==> src/rtl/rrw_pkg.sv <==
// Package: shared register addresses and field positions for the response
// ring writer. Assumes a four-entry register space and 16-bit register data.
package rrw_pkg;
    localparam logic [1:0] REG_WP     = 2'd0;
    localparam logic [1:0] REG_THRESH = 2'd1;
    localparam logic [1:0] REG_CTRL   = 2'd2;
    localparam logic [1:0] REG_STAT   = 2'd3;

    localparam int WP_RST_BIT  = 15;
    localparam int CTRL_DMA    = 0;
    localparam int CTRL_IRQ    = 1;
    localparam int STAT_FLAG   = 0;

    localparam logic [1:0] SIZE_CODE_256 = 2'b10;
endpackage

==> src/rtl/rrw_regs.sv <==
// Register block: holds the DMA/interrupt enables, the coalescing threshold
// and the write-1-to-clear status flag, and serves combinational reads.
// Assumes the pointer value comes from the entry sequencer.
module rrw_regs #(
    parameter int PTR_W = 8
) (
    input  logic             clk,
    input  logic             rst_n,
    input  logic             reg_wr,
    input  logic [1:0]       reg_addr,
    input  logic [15:0]      reg_wdata,
    input  logic [PTR_W-1:0] wp,
    input  logic             engine_busy,
    input  logic             thresh_hit,
    output logic             dma_en,
    output logic             irq_en,
    output logic [PTR_W-1:0] thresh,
    output logic             status,
    output logic             wp_clr,
    output logic [15:0]      reg_rdata,
    output logic             irq
);
    import rrw_pkg::*;

    logic wr_ctrl, wr_thr, wr_stat;

    // Decode the write strobes per register.
    always_comb begin
        wr_ctrl = reg_wr && (reg_addr == REG_CTRL);
        wr_thr  = reg_wr && (reg_addr == REG_THRESH);
        wr_stat = reg_wr && (reg_addr == REG_STAT);
        wp_clr  = reg_wr && (reg_addr == REG_WP) && reg_wdata[WP_RST_BIT];
    end

    // Enable and threshold storage.
    always_ff @(posedge clk) begin
        if (!rst_n) begin
            dma_en <= 1'b0;
            irq_en <= 1'b0;
            thresh <= PTR_W'(1);
        end else begin
            if (wr_ctrl) begin
                dma_en <= reg_wdata[CTRL_DMA];
                irq_en <= reg_wdata[CTRL_IRQ];
            end
            if (wr_thr)
                thresh <= reg_wdata[PTR_W-1:0];
        end
    end

    // Status flag: a threshold hit wins over a clear in the same cycle.
    always_ff @(posedge clk) begin
        if (!rst_n)
            status <= 1'b0;
        else if (thresh_hit)
            status <= 1'b1;
        else if (wr_stat && reg_wdata[STAT_FLAG])
            status <= 1'b0;
    end

    // Read multiplexer.
    always_comb begin
        reg_rdata = '0;
        unique case (reg_addr)
            REG_WP:     reg_rdata[PTR_W-1:0] = wp;
            REG_THRESH: reg_rdata[PTR_W-1:0] = thresh;
            REG_CTRL: begin
                reg_rdata[CTRL_DMA] = dma_en || engine_busy;
                reg_rdata[CTRL_IRQ] = irq_en;
            end
            REG_STAT: begin
                reg_rdata[STAT_FLAG] = status;
                reg_rdata[5:4]       = SIZE_CODE_256;
            end
            default: reg_rdata = '0;
        endcase
    end

    // Interrupt output.
    always_comb irq = status && irq_en;
endmodule

==> src/rtl/rrw_entry_seq.sv <==
// Entry sequencer: accepts one response, advances the write pointer
// modulo the ring size and emits the two words of the entry on
// consecutive cycles. Assumes ENTRIES is a power of two and the memory
// port accepts a write every cycle.
module rrw_entry_seq #(
    parameter int ENTRIES     = 256,
    parameter int ADDR_W      = 32,
    parameter int DATA_W      = 32,
    parameter int RING_OFFSET = 2048,
    localparam int PTR_W      = $clog2(ENTRIES)
) (
    input  logic              clk,
    input  logic              rst_n,
    input  logic              dma_en,
    input  logic              wp_clr,
    input  logic [ADDR_W-1:0] cmd_base,
    input  logic              rsp_valid,
    output logic              rsp_ready,
    input  logic [DATA_W-1:0] rsp_data,
    input  logic [DATA_W-1:0] rsp_ext,
    output logic [PTR_W-1:0]  wp,
    output logic              mem_wr_en,
    output logic [ADDR_W-1:0] mem_wr_addr,
    output logic [DATA_W-1:0] mem_wr_data,
    output logic              word1_q,
    output logic              entry_done,
    output logic              busy
);
    logic              pending;
    logic [DATA_W-1:0] ext_q;
    logic [PTR_W-1:0]  wp_next;
    logic              accept;

    // Handshake and next pointer.
    always_comb begin
        rsp_ready  = dma_en && !pending && !wp_clr;
        accept     = rsp_valid && rsp_ready;
        wp_next    = wp + PTR_W'(1);
        entry_done = pending;
        busy       = pending || mem_wr_en;
    end

    // Write pointer: a reset request wins, otherwise advance on accept.
    always_ff @(posedge clk) begin
        if (!rst_n)
            wp <= '0;
        else if (wp_clr)
            wp <= '0;
        else if (accept)
            wp <= wp_next;
    end

    // Two-beat memory write of the entry.
    always_ff @(posedge clk) begin
        if (!rst_n) begin
            pending     <= 1'b0;
            ext_q       <= '0;
            mem_wr_en   <= 1'b0;
            mem_wr_addr <= '0;
            mem_wr_data <= '0;
            word1_q     <= 1'b0;
        end else if (pending) begin
            pending     <= 1'b0;
            mem_wr_en   <= 1'b1;
            mem_wr_addr <= mem_wr_addr + ADDR_W'(4);
            mem_wr_data <= ext_q;
            word1_q     <= 1'b1;
        end else if (accept) begin
            pending     <= 1'b1;
            ext_q       <= rsp_ext;
            mem_wr_en   <= 1'b1;
            mem_wr_addr <= cmd_base + ADDR_W'(RING_OFFSET) + (ADDR_W'(wp_next) << 3);
            mem_wr_data <= rsp_data;
            word1_q     <= 1'b0;
        end else begin
            mem_wr_en   <= 1'b0;
            word1_q     <= 1'b0;
        end
    end
endmodule

==> src/rtl/rrw_coalesce.sv <==
// Coalescing counter: counts completed entries and flags a hit when the
// count reaches the threshold, then restarts. A threshold of 0 stands for
// the full ring size.
module rrw_coalesce #(
    parameter int ENTRIES = 256,
    localparam int PTR_W  = $clog2(ENTRIES),
    localparam int CNT_W  = PTR_W + 1
) (
    input  logic             clk,
    input  logic             rst_n,
    input  logic             entry_done,
    input  logic [PTR_W-1:0] thresh,
    output logic             hit
);
    logic [CNT_W-1:0] cnt;
    logic [CNT_W-1:0] target;
    logic [CNT_W-1:0] cnt_inc;

    // Effective target and hit detect.
    always_comb begin
        target  = (thresh == '0) ? CNT_W'(ENTRIES) : {1'b0, thresh};
        cnt_inc = cnt + CNT_W'(1);
        hit     = entry_done && (cnt_inc >= target);
    end

    // Entry count since the last hit.
    always_ff @(posedge clk) begin
        if (!rst_n)
            cnt <= '0;
        else if (hit)
            cnt <= '0;
        else if (entry_done)
            cnt <= cnt_inc;
    end
endmodule

==> src/rtl/rsp_ring_writer.sv <==
// Top: response ring writer. Joins the register block, the entry
// sequencer and the coalescing counter. Assumes a 256-entry ring at a
// fixed offset above the command-ring base.
module rsp_ring_writer #(
    parameter int ENTRIES     = 256,
    parameter int ADDR_W      = 32,
    parameter int DATA_W      = 32,
    parameter int RING_OFFSET = 2048,
    localparam int PTR_W      = $clog2(ENTRIES)
) (
    input  logic              clk,
    input  logic              rst_n,
    input  logic [ADDR_W-1:0] cmd_base,
    input  logic              rsp_valid,
    output logic              rsp_ready,
    input  logic [DATA_W-1:0] rsp_data,
    input  logic [DATA_W-1:0] rsp_ext,
    input  logic              reg_wr,
    input  logic [1:0]        reg_addr,
    input  logic [15:0]       reg_wdata,
    output logic [15:0]       reg_rdata,
    output logic              mem_wr_en,
    output logic [ADDR_W-1:0] mem_wr_addr,
    output logic [DATA_W-1:0] mem_wr_data,
    output logic              irq
);
    logic             dma_en, irq_en, status, wp_clr;
    logic             entry_done, busy, hit, word1_q;
    logic [PTR_W-1:0] wp, thresh;

    rrw_regs #(.PTR_W(PTR_W)) u_regs (
        .clk(clk), .rst_n(rst_n), .reg_wr(reg_wr), .reg_addr(reg_addr),
        .reg_wdata(reg_wdata), .wp(wp), .engine_busy(busy), .thresh_hit(hit),
        .dma_en(dma_en), .irq_en(irq_en), .thresh(thresh), .status(status),
        .wp_clr(wp_clr), .reg_rdata(reg_rdata), .irq(irq)
    );

    rrw_entry_seq #(
        .ENTRIES(ENTRIES), .ADDR_W(ADDR_W), .DATA_W(DATA_W),
        .RING_OFFSET(RING_OFFSET)
    ) u_seq (
        .clk(clk), .rst_n(rst_n), .dma_en(dma_en), .wp_clr(wp_clr),
        .cmd_base(cmd_base), .rsp_valid(rsp_valid), .rsp_ready(rsp_ready),
        .rsp_data(rsp_data), .rsp_ext(rsp_ext), .wp(wp),
        .mem_wr_en(mem_wr_en), .mem_wr_addr(mem_wr_addr),
        .mem_wr_data(mem_wr_data), .word1_q(word1_q),
        .entry_done(entry_done), .busy(busy)
    );

    rrw_coalesce #(.ENTRIES(ENTRIES)) u_coal (
        .clk(clk), .rst_n(rst_n), .entry_done(entry_done),
        .thresh(thresh), .hit(hit)
    );
endmodule

==> config.mk <==
export PLATFORM = sky130hd
export DESIGN_NAME = rsp_ring_writer
export DESIGN_NICKNAME = d
export VERILOG_FILES = /design/src/rtl/rrw_pkg.sv /design/src/rtl/rrw_regs.sv /design/src/rtl/rrw_entry_seq.sv /design/src/rtl/rrw_coalesce.sv /design/src/rtl/rsp_ring_writer.sv
export SDC_FILE = /design/constraint.sdc
export NUM_CORES = 1
export LEC_CHECK = 0
export ABC_CLOCK_PERIOD_IN_PS = 2900
export BUFFER_PORTS_ARGS = -buffer_cell sky130_fd_sc_hd__buf_2
export CORE_UTILIZATION = 47
export DETAILED_ROUTE_END_ITERATION = 10
export PLACE_DENSITY = 0.84
export SLEW_MARGIN = 15
export SYNTH_ARGS = -nofsm -noshare
export SYNTH_HDL_FRONTEND = slang
export SYNTH_SLANG_ARGS = --single-unit
==> constraint.sdc <==
create_clock -name clk -period 2.9 [get_ports clk]
set_clock_uncertainty 0.05 [all_clocks]
set_input_delay 0.58 -clock clk [delete_from_list [all_inputs] [get_ports clk]]
set_output_delay 0.58 -clock clk [all_outputs]
set_load 0.02 [all_outputs]
==> results.txt, run 1 <==
- Share of layout cells above drive strength 1: 26.3%
- Number of library cell types mapped by synthesis: 63
- In this run, the number of DRC markers left after iteration 0 of detailed routing was 524.
* Slowest cell on crit path: dfxtp_2
- Endpoint required time on the critical path: 3.17 ns
* Slew Limit Headroom: 53.9%
- 0 antenna diodes ended up in the layout.
* Slack of the critical path: 0.0580 ns
* Startpoint kind of the worst setup timing path: flop
* Vertical die dimension: 123 um
- Detailed placement ended at an HPWL of 13200 um.
- Among cell families on the critical path, the largest total delay comes from simple AND/OR/NAND/NOR gates.
- Transition time at the pin with the least slew margin: 0.692 ns
- Across the run, the number of max-cap violations was 0.
- The worst hold path begins at rsp_ext[13].
- Static Leak: 3.76 nW
- The analysis attributes to net switching a power of 0.00108 W.
- Of the total power, the share spent switching nets is 25.0%.
- At the end of the flow, the number of nets in the layout was 1186.
- After synthesis, flip-flops and latches occupy 36.7% of the total area.
* Number of pins exceeding their max-slew limit in the final report: 0
- For this run, the top clock speed supported by timing is 352 MHz.
* Largest incremental delay on the critical path: 0.37 ns
* Root Buffer: clkbuf_16
- The number of clock buffers added by TritonCTS is 17.
- Hold Crit Class: in2reg
* Bufs on Longest Clock Path: 2
- Global routing consumed, over all layers together, 25.0% of the routing resources.
* Total clock sinks: 126
- H-tree depth: 4
- Counting flops and latches in the post-synthesis netlist gives 126.
* WL per Instance: 15.6 um
- The number of failing hold endpoints at the final stage was 0.
- Of all flip-flops after synthesis, the portion carrying an async set or reset was 0%.
* Final setup vio count: 0
- Startpoint-to-endpoint class of the critical path: reg2reg
- The via count of the first global-routing pass is 6268.
- nand2_1 is the most common cell in the netlist.
- Hold bufs inserted after CTS: 0
* Area of combinational cells with multiple inputs: 4100 sq um
* Number of warnings reported in the yosys synthesis log: 0
- Total gr overflow: 0
- Category of the worst setup path capture point: flop
* Area grow syn2layout: 26.3%
- Area post-placement: 7970 sq um
- Routability Congestion: 0.891
- Part of the power in registers: 41.6%
- Count of standard-cell rows: 43
- The number of antenna violations at the first check in global routing was 0.
- Post-synthesis instance area: 6860 sq um
* EDFF count, synth: 0
- Tracing the worst setup path back leads to its startpoint at u_seq.wp[1].
- TritonCTS built the clock tree.
* Final wirelength: 19400 um
* DRC violation count after routing: 0
- At the later pin of the worst-skew pair, clock insertion delay measures 0.42 ns.
- Synth top cells by count: 169 x nand2_1, 126 x dfxtp_1, 80 x nor2_1
* Area of the core: 14000 sq um
* Worst setup slack before clock tree synthesis: -0.0203 ns
- The share of synthesized area in the top cell type comes to 36.7%.
- Data arrival time of the critical path: 3.12 ns
- First-pass GRT wire length: 29800 um
* Combinational cell fraction of total power: 9.1%
* Starting density of the core: 48.9%
- Routed via count divided by cell count: 5.71
- Dividing the synthesized area by the synthesized cell count gives 7.88 sq um.
* Summed area of non-filler cells in the final layout: 8670 sq um
* Shortest clock period the worst path allows after layout: 2.84 ns
- From left edge to right edge, the die measures 123 um.
- In this run the tool buffered the top-level ports with 185 buffer cells.
- Max rail drop VDD: 0.000391 V
- Via total after detailed routing: 7076
* Die ar.: 15100 sq um
* Buffers and inverters on the worst path: 2
- Fill cells: 1252
- Cell-by-cell listing of the critical path: ha_4, nand3_2, or2_4, xnor2_1, ha_2, buf_4, nor4_4, o211ai_1, buf_4, nand3b_4, nor3_1, xnor2_1, a221oi_1
- The internal portion of the total power is 0.00324 W.
* Synth area leader: dfxtp_1
- In this run the critical register-to-register path is launched from u_seq.wp[1].
- CTS clk-pin slew, worst paths: 0.06 ns
- Count of pins on the block boundary: 201
* Outcome: finished, final reports clean
* Syn Inst Count: 871
- Across the whole layout, storage elements account for 2530 sq um.
- Pin count of the biggest net entering global routing: 62
- Number of iterations in the first detailed-routing pass: 6
- In this run the power density over the cells is 498 nW/um^2.
- The share of total power dissipated in the clock network is 49.4%.
- Ranking of synthesized cells by area: dfxtp_1 37%, nand2_1 9.2%, a21oi_1 5.7%, xor2_1 4.5%, nor2_1 4.4%
- Final period utilization: 98.0%
* Share of the core filled with cells: 61.7%
- Biggest fanout along the worst timing path: 5
- Most instantiated flip-flop cell in the synthesis netlist: dfxtp_1
* Remaining antenna violation count after routing: 0
## logic make-up after synthesis
kind of cell / count (synthesis) / synth area share [%]
multiplexers: 22 / 3.39
AO/OA/AOI/OAI: 187 / 17.8
AND/OR/NAND/NOR: 368 / 25.1
flip-flops: 126 / 36.7
buffers and inverters: 86 / 5.34
adder cells (fa/ha/maj): 21 / 3.94
XOR/XNOR: 60 / 7.66
other: 1 / 0.0546
## final timing paths
| kind | end | slack [ns] | cells after the start |
|---|---|---|---|
| worst max-delay path | u_seq.mem_wr_addr[26] | 0.06 | 13 |
| worst min-delay path | u_seq.ext_q[13] | 0.34 | 3 |
| worst max register to register | u_seq.mem_wr_addr[26] | 0.06 | 13 |
| worst min register to register | u_seq.ext_q[29] | 0.40 | 2 |
## layer usage
layer | vias up | part of all wire [%] | GRT usage, % | wire length (um)
met5 | - | 0 | 0 | 0
met4 | 0 | 2.1 | 9.53 | 400
met3 | 52 | 7.8 | 5.86 | 1510
met2 | 319 | 49 | 41.6 | 9420
met1 | 3303 | 42 | 31.1 | 8080
li1 | 3402 | - | - | -
## sequential cells by signal (all words and copies together), names as in the netlist, 8 cells and up
name               cells
u_regs.thresh          8
u_seq.ext_q           32
u_coal.cnt             9
u_seq.mem_wr_addr     32
u_seq.mem_wr_data     32
u_seq.wp               8
## worst min-delay path: stages
cell and delay, ns:
buf_2 0.09, nand2_1 0.04, a21oi_1 0.05
## through the flow
step / total power (W) / hold slack [ns] / instances / setup TNS (ns)
2_1_floorplan: 0.00205 / 0.386 / 878 / 0
3_3_place_gp: 0.00220 / 0.389 / 1205 / 0
3_5_place_dp: 0.00220 / 0.397 / 1205 / -0.0219
4_1_cts: 0.00431 / 0.335 / 1237 / -0.0966
5_1_grt: 0.00444 / 0.339 / 1240 / -0.0222
6_report: 0.00431 / 0.342 / 1240 / 0
## what timing repair did
action                                  in CTS  in global routing
buffers inserted                             0                  3
endpoints found under the setup margin      14                 21
pin swaps                                    0                  6
resized for setup                            1                 23
## power by group through the flow
stage | logic (W) | registers, W | clock network, W
5_1_grt | 0.000424 | 0.00180 | 0.00222
6_report | 0.000391 | 0.00179 | 0.00213
3_3_place_gp | 0.000368 | 0.00183 | 0
2_1_floorplan | 0.000200 | 0.00185 | 0
3_5_place_dp | 0.000374 | 0.00183 | 0
4_1_cts | 0.000378 | 0.00179 | 0.00214
## placed cells by master, fill, tap and decap left out, drive strengths merged, types with 9 or more instances in the layout
cell,netlist,routed
nand3,29,29
mux2i,21,21
o21ai,21,21
nand4,16,16
nor3,13,13
dfxtp,126,126
clkbuf,37,19
inv,23,24
xor2,35,35
nor4,12,12
xnor2,25,25
nor2,81,81
and4,9,9
a22oi,9,9
buf,25,212
and3,14,14
a311oi,28,28
ha,20,20
a21oi,78,78
nand2,169,169
## final cells by class
type | instances | share of cell area, %
Clock buffer | 19 | 5.23
Multi-Input combinational cell | 666 | 47.3
Inverter | 24 | 1.04
Sequential cell | 126 | 29.2
Clock inverter | 13 | 1.63
Timing Repair Buffer | 212 | 13.0
Tap cell | 180 | 2.60
No activity file was read; power rests on OpenSTA's default activity.
==> run 2: changes to the inputs <==
--- a/config.mk
+++ b/config.mk
@@ -8,9 +8,11 @@
 export ABC_CLOCK_PERIOD_IN_PS = 2900
 export BUFFER_PORTS_ARGS = -buffer_cell sky130_fd_sc_hd__buf_2
 export CORE_UTILIZATION = 47
+export CTS_CLUSTER_SIZE = 28
 export DETAILED_ROUTE_END_ITERATION = 10
 export PLACE_DENSITY = 0.84
 export SLEW_MARGIN = 15
 export SYNTH_ARGS = -nofsm -noshare
 export SYNTH_HDL_FRONTEND = slang
+export SYNTH_HIERARCHICAL = 1
 export SYNTH_SLANG_ARGS = --single-unit
==> results.txt, run 2 <==
- The last weighted congestion value of the routability-driven placer is 0.900 (+1.0%).
* Shortest clock period the worst path allows after layout: 2.82 ns (-0.0196 ns)
* Design internal power: 0.00315 W (-2.6%)
- The leakage power summed over all cells is 3.74 nW (-0.30%).
- In this design, the largest share of critical-path delay is due to compound AO/OA/AOI/OAI gates.
- Slowest cell on crit path: a311o_1
* Number of iterations in the first detailed-routing pass: 6 (unchanged)
- Most frequent cells in the layout: 185 x buf_2, 166 x nand2_1, 125 x dfxtp_1, 103 x a21oi_1, 49 x nor2_1
- The number of placement rows is 43 (unchanged).
* Max Clock Freq: 354 MHz (+0.69%)
* Switching Share: 27.1% (+2.1 points)
* Most frequent standard cell in the layout excluding fill and tap cells: buf_2
* Placed wire-length estimate after detailed placement: 14200 um (+7.9%)
* Number of pins exceeding their max-slew limit in the final report: 0 (unchanged)
* First-pass GRT wire length: 31400 um (+5.5%)
- Final setup vio count: 0 (unchanged)
* Final wirelength: 20100 um (+3.4%)
- Count of nets after finishing: 1191 (+0.42%)
- Count of final hold-check violations: 0 (unchanged)
- The number of buffers between clock root and the deepest sink is 2 (unchanged).
- The die outline width was 123 um (about the same).
- The number of antenna violations at the first check in global routing came to 0 (unchanged).
- Number of port buffers: 185 (unchanged)
* Largest incremental delay on the critical path: 0.38 ns (about the same)
- Via total after detailed routing: 7087 (+0.16%)
- The count of antenna diodes in the layout came to 0 (unchanged).
- Power Density: 494 nW/um^2 (-0.64%)
- The combined area of all synthesized cells was 6860 sq um (-0.11%).
* Average size of a mapped cell: 7.95 sq um (+0.82%)
* Root Buffer: clkbuf_16
- CTS Buf Count: 17 (unchanged)
* Buffers and inverters on the worst path: 0 (-2)
- Starting density of the core: 48.8% (-0.053 points)
- Slack of the worst reg-to-reg path: 0.08 ns (+0.02 ns)
* Share of layout cells above drive strength 1: 26.4% (+0.064 points)
* Number of warnings reported in the yosys synthesis log: 6 (+6)
- Max rail drop VDD: 0.000385 V (-1.5%)
- DRC violation count after routing: 0 (unchanged)
- The average wire per standard cell was 16.1 um (+3.0%).
- Vertical die dimension: 123 um (about the same)
- Setup repair after global routing could not meet its margin everywhere.
- Clock latency reported for the late side of the worst-skew pair: 0.42 ns (about the same)
* Cell-by-cell listing of the critical path: and3_1, nand3_2, nor2_1, xor2_1, ha_2, a21o_1, a311o_1, nor2_4, nor2_1, a311o_1, and3_1
* Transition time at the pin with the least slew margin: 0.592 ns (-0.0998 ns)
- Share of the core filled with cells: 62.3% (+0.53 points)
* Total clock sinks: 126 (unchanged)
- The core region area came to 14000 sq um (unchanged).
* Clock tree from TritonCTS: yes
- The worst setup path is launched from a flop.
- The global routing usage summed across all routing layers was 26.7% (+1.7 points).
* Endpoint required time on the critical path: 3.17 ns (about the same)
- The run finished with clean final reports.
* Data arrival time of the critical path: 3.09 ns (-0.03 ns)
* Routed via count divided by cell count: 5.69 (-0.25%)
* Die ar.: 15100 sq um (-0.11%)
* Biggest fanout along the worst timing path: 6 (+1)
- Resized Gates After CTS: 0 (-1)
- Initial DRC Count: 486 (-7.3%)
- Startpoint-to-endpoint class of the critical path: reg2reg
- Remaining antenna violation count after routing: 0 (unchanged)
- Category of the worst setup path capture point: flop
- The register clock-pin slew on the reported worst setup and hold paths is 0.06 ns (about the same).
- The clock network fraction of total power came to 49.5% (about the same).
- The total net switching power was 0.00117 W (+8.6%).
- The min-delay analysis places its worst path in the category in2reg.
- The max-capacitance violation count was 0 (unchanged).
- Syn Inst Count: 863 (-0.92%)
- The via count of the first global-routing pass was 6606 (+5.4%).
* H-tree depth: 4 (unchanged)
- The post-CTS repair timing setup buffer count was 0 (unchanged).
- The pin count of the biggest net entering global routing is 77 (+24%).
- The sum of overflow across all layers after global routing came to 0 (unchanged).
* Count of pins on the block boundary: 201 (unchanged)
* Hold bufs inserted after CTS: 0 (unchanged)
- The largest registers in the layout are u_seq/ext_q x32, u_seq/mem_wr_addr x32, u_seq/mem_wr_data x32.
- Area grow syn2layout: 27.5%
- The part of the power in combinational logic was 9.2% (about the same).
- Final period utilization: 97.3% (-0.68 points)
- The relative max-transition margin came to 60.2% (+6.3 points).
- The part of the total power dissipated in sequential elements is 41.3% (-0.3 points).
- The total power of the final layout is 0.00432 W (+0.20%).
## run 2: tightest hold or removal path, stage by stage
cell and delay, ns:
buf_2 0.09, nand2_1 0.04, a21oi_1 0.05
## run 2: power by group through the flow
stage          logic, W  registers (W)  clock network [W]
2_1_floorplan  0.000200        0.00184                  0
3_3_place_gp   0.000379        0.00182                  0
5_1_grt        0.000432        0.00179            0.00223
4_1_cts        0.000391        0.00178            0.00216
3_5_place_dp   0.000387        0.00182                  0
6_report       0.000398        0.00179            0.00214
## run 2: worst paths after layout
path / endpoint / depth (start not counted) / start
setup reg to reg: u_seq/mem_wr_addr[27] / 11 / u_seq/wp[1]
setup / recovery: u_seq/mem_wr_addr[27] / 11 / u_seq/wp[1]
hold / removal: u_seq/ext_q[26] / 3 / rsp_ext[26]
hold reg to reg: u_seq/mem_wr_data[18] / 2 / u_seq/mem_wr_data[18]
## run 2: cell type report
class | count | area [sq um]
Clock buffer | 17 | 425
Clock inverter | 15 | 166
Fill cell | 1244 | 5300
Inverter | 22 | 82.6
Multi-Input combinational cell | 664 | 4070
Sequential cell | 126 | 2520
Tap cell | 180 | 225
Timing Repair Buffer | 221 | 1250
## run 2: stage by stage
step	setup slack (ns)	cell area (sq um)	cells	hold slack, ns	TNS (ns)
final	0.0776	8740	1245	0.340	0
after global routing	-0.0227	8740	1245	0.337	-0.0295
after CTS	0.0295	8700	1245	0.328	0
after detailed placement	0.0544	8110	1213	0.393	0
after global placement	0.135	8110	1213	0.389	0
after floorplan	0.0789	6880	870	0.387	0
## run 2: routing by layer
layer	share of wire (%)	track usage [%]	wire length, um
met1	41	32.2	8220
met2	49	44.6	9910
met3	7.3	6.32	1460
met4	2.3	12.2	463
met5	0	0	0
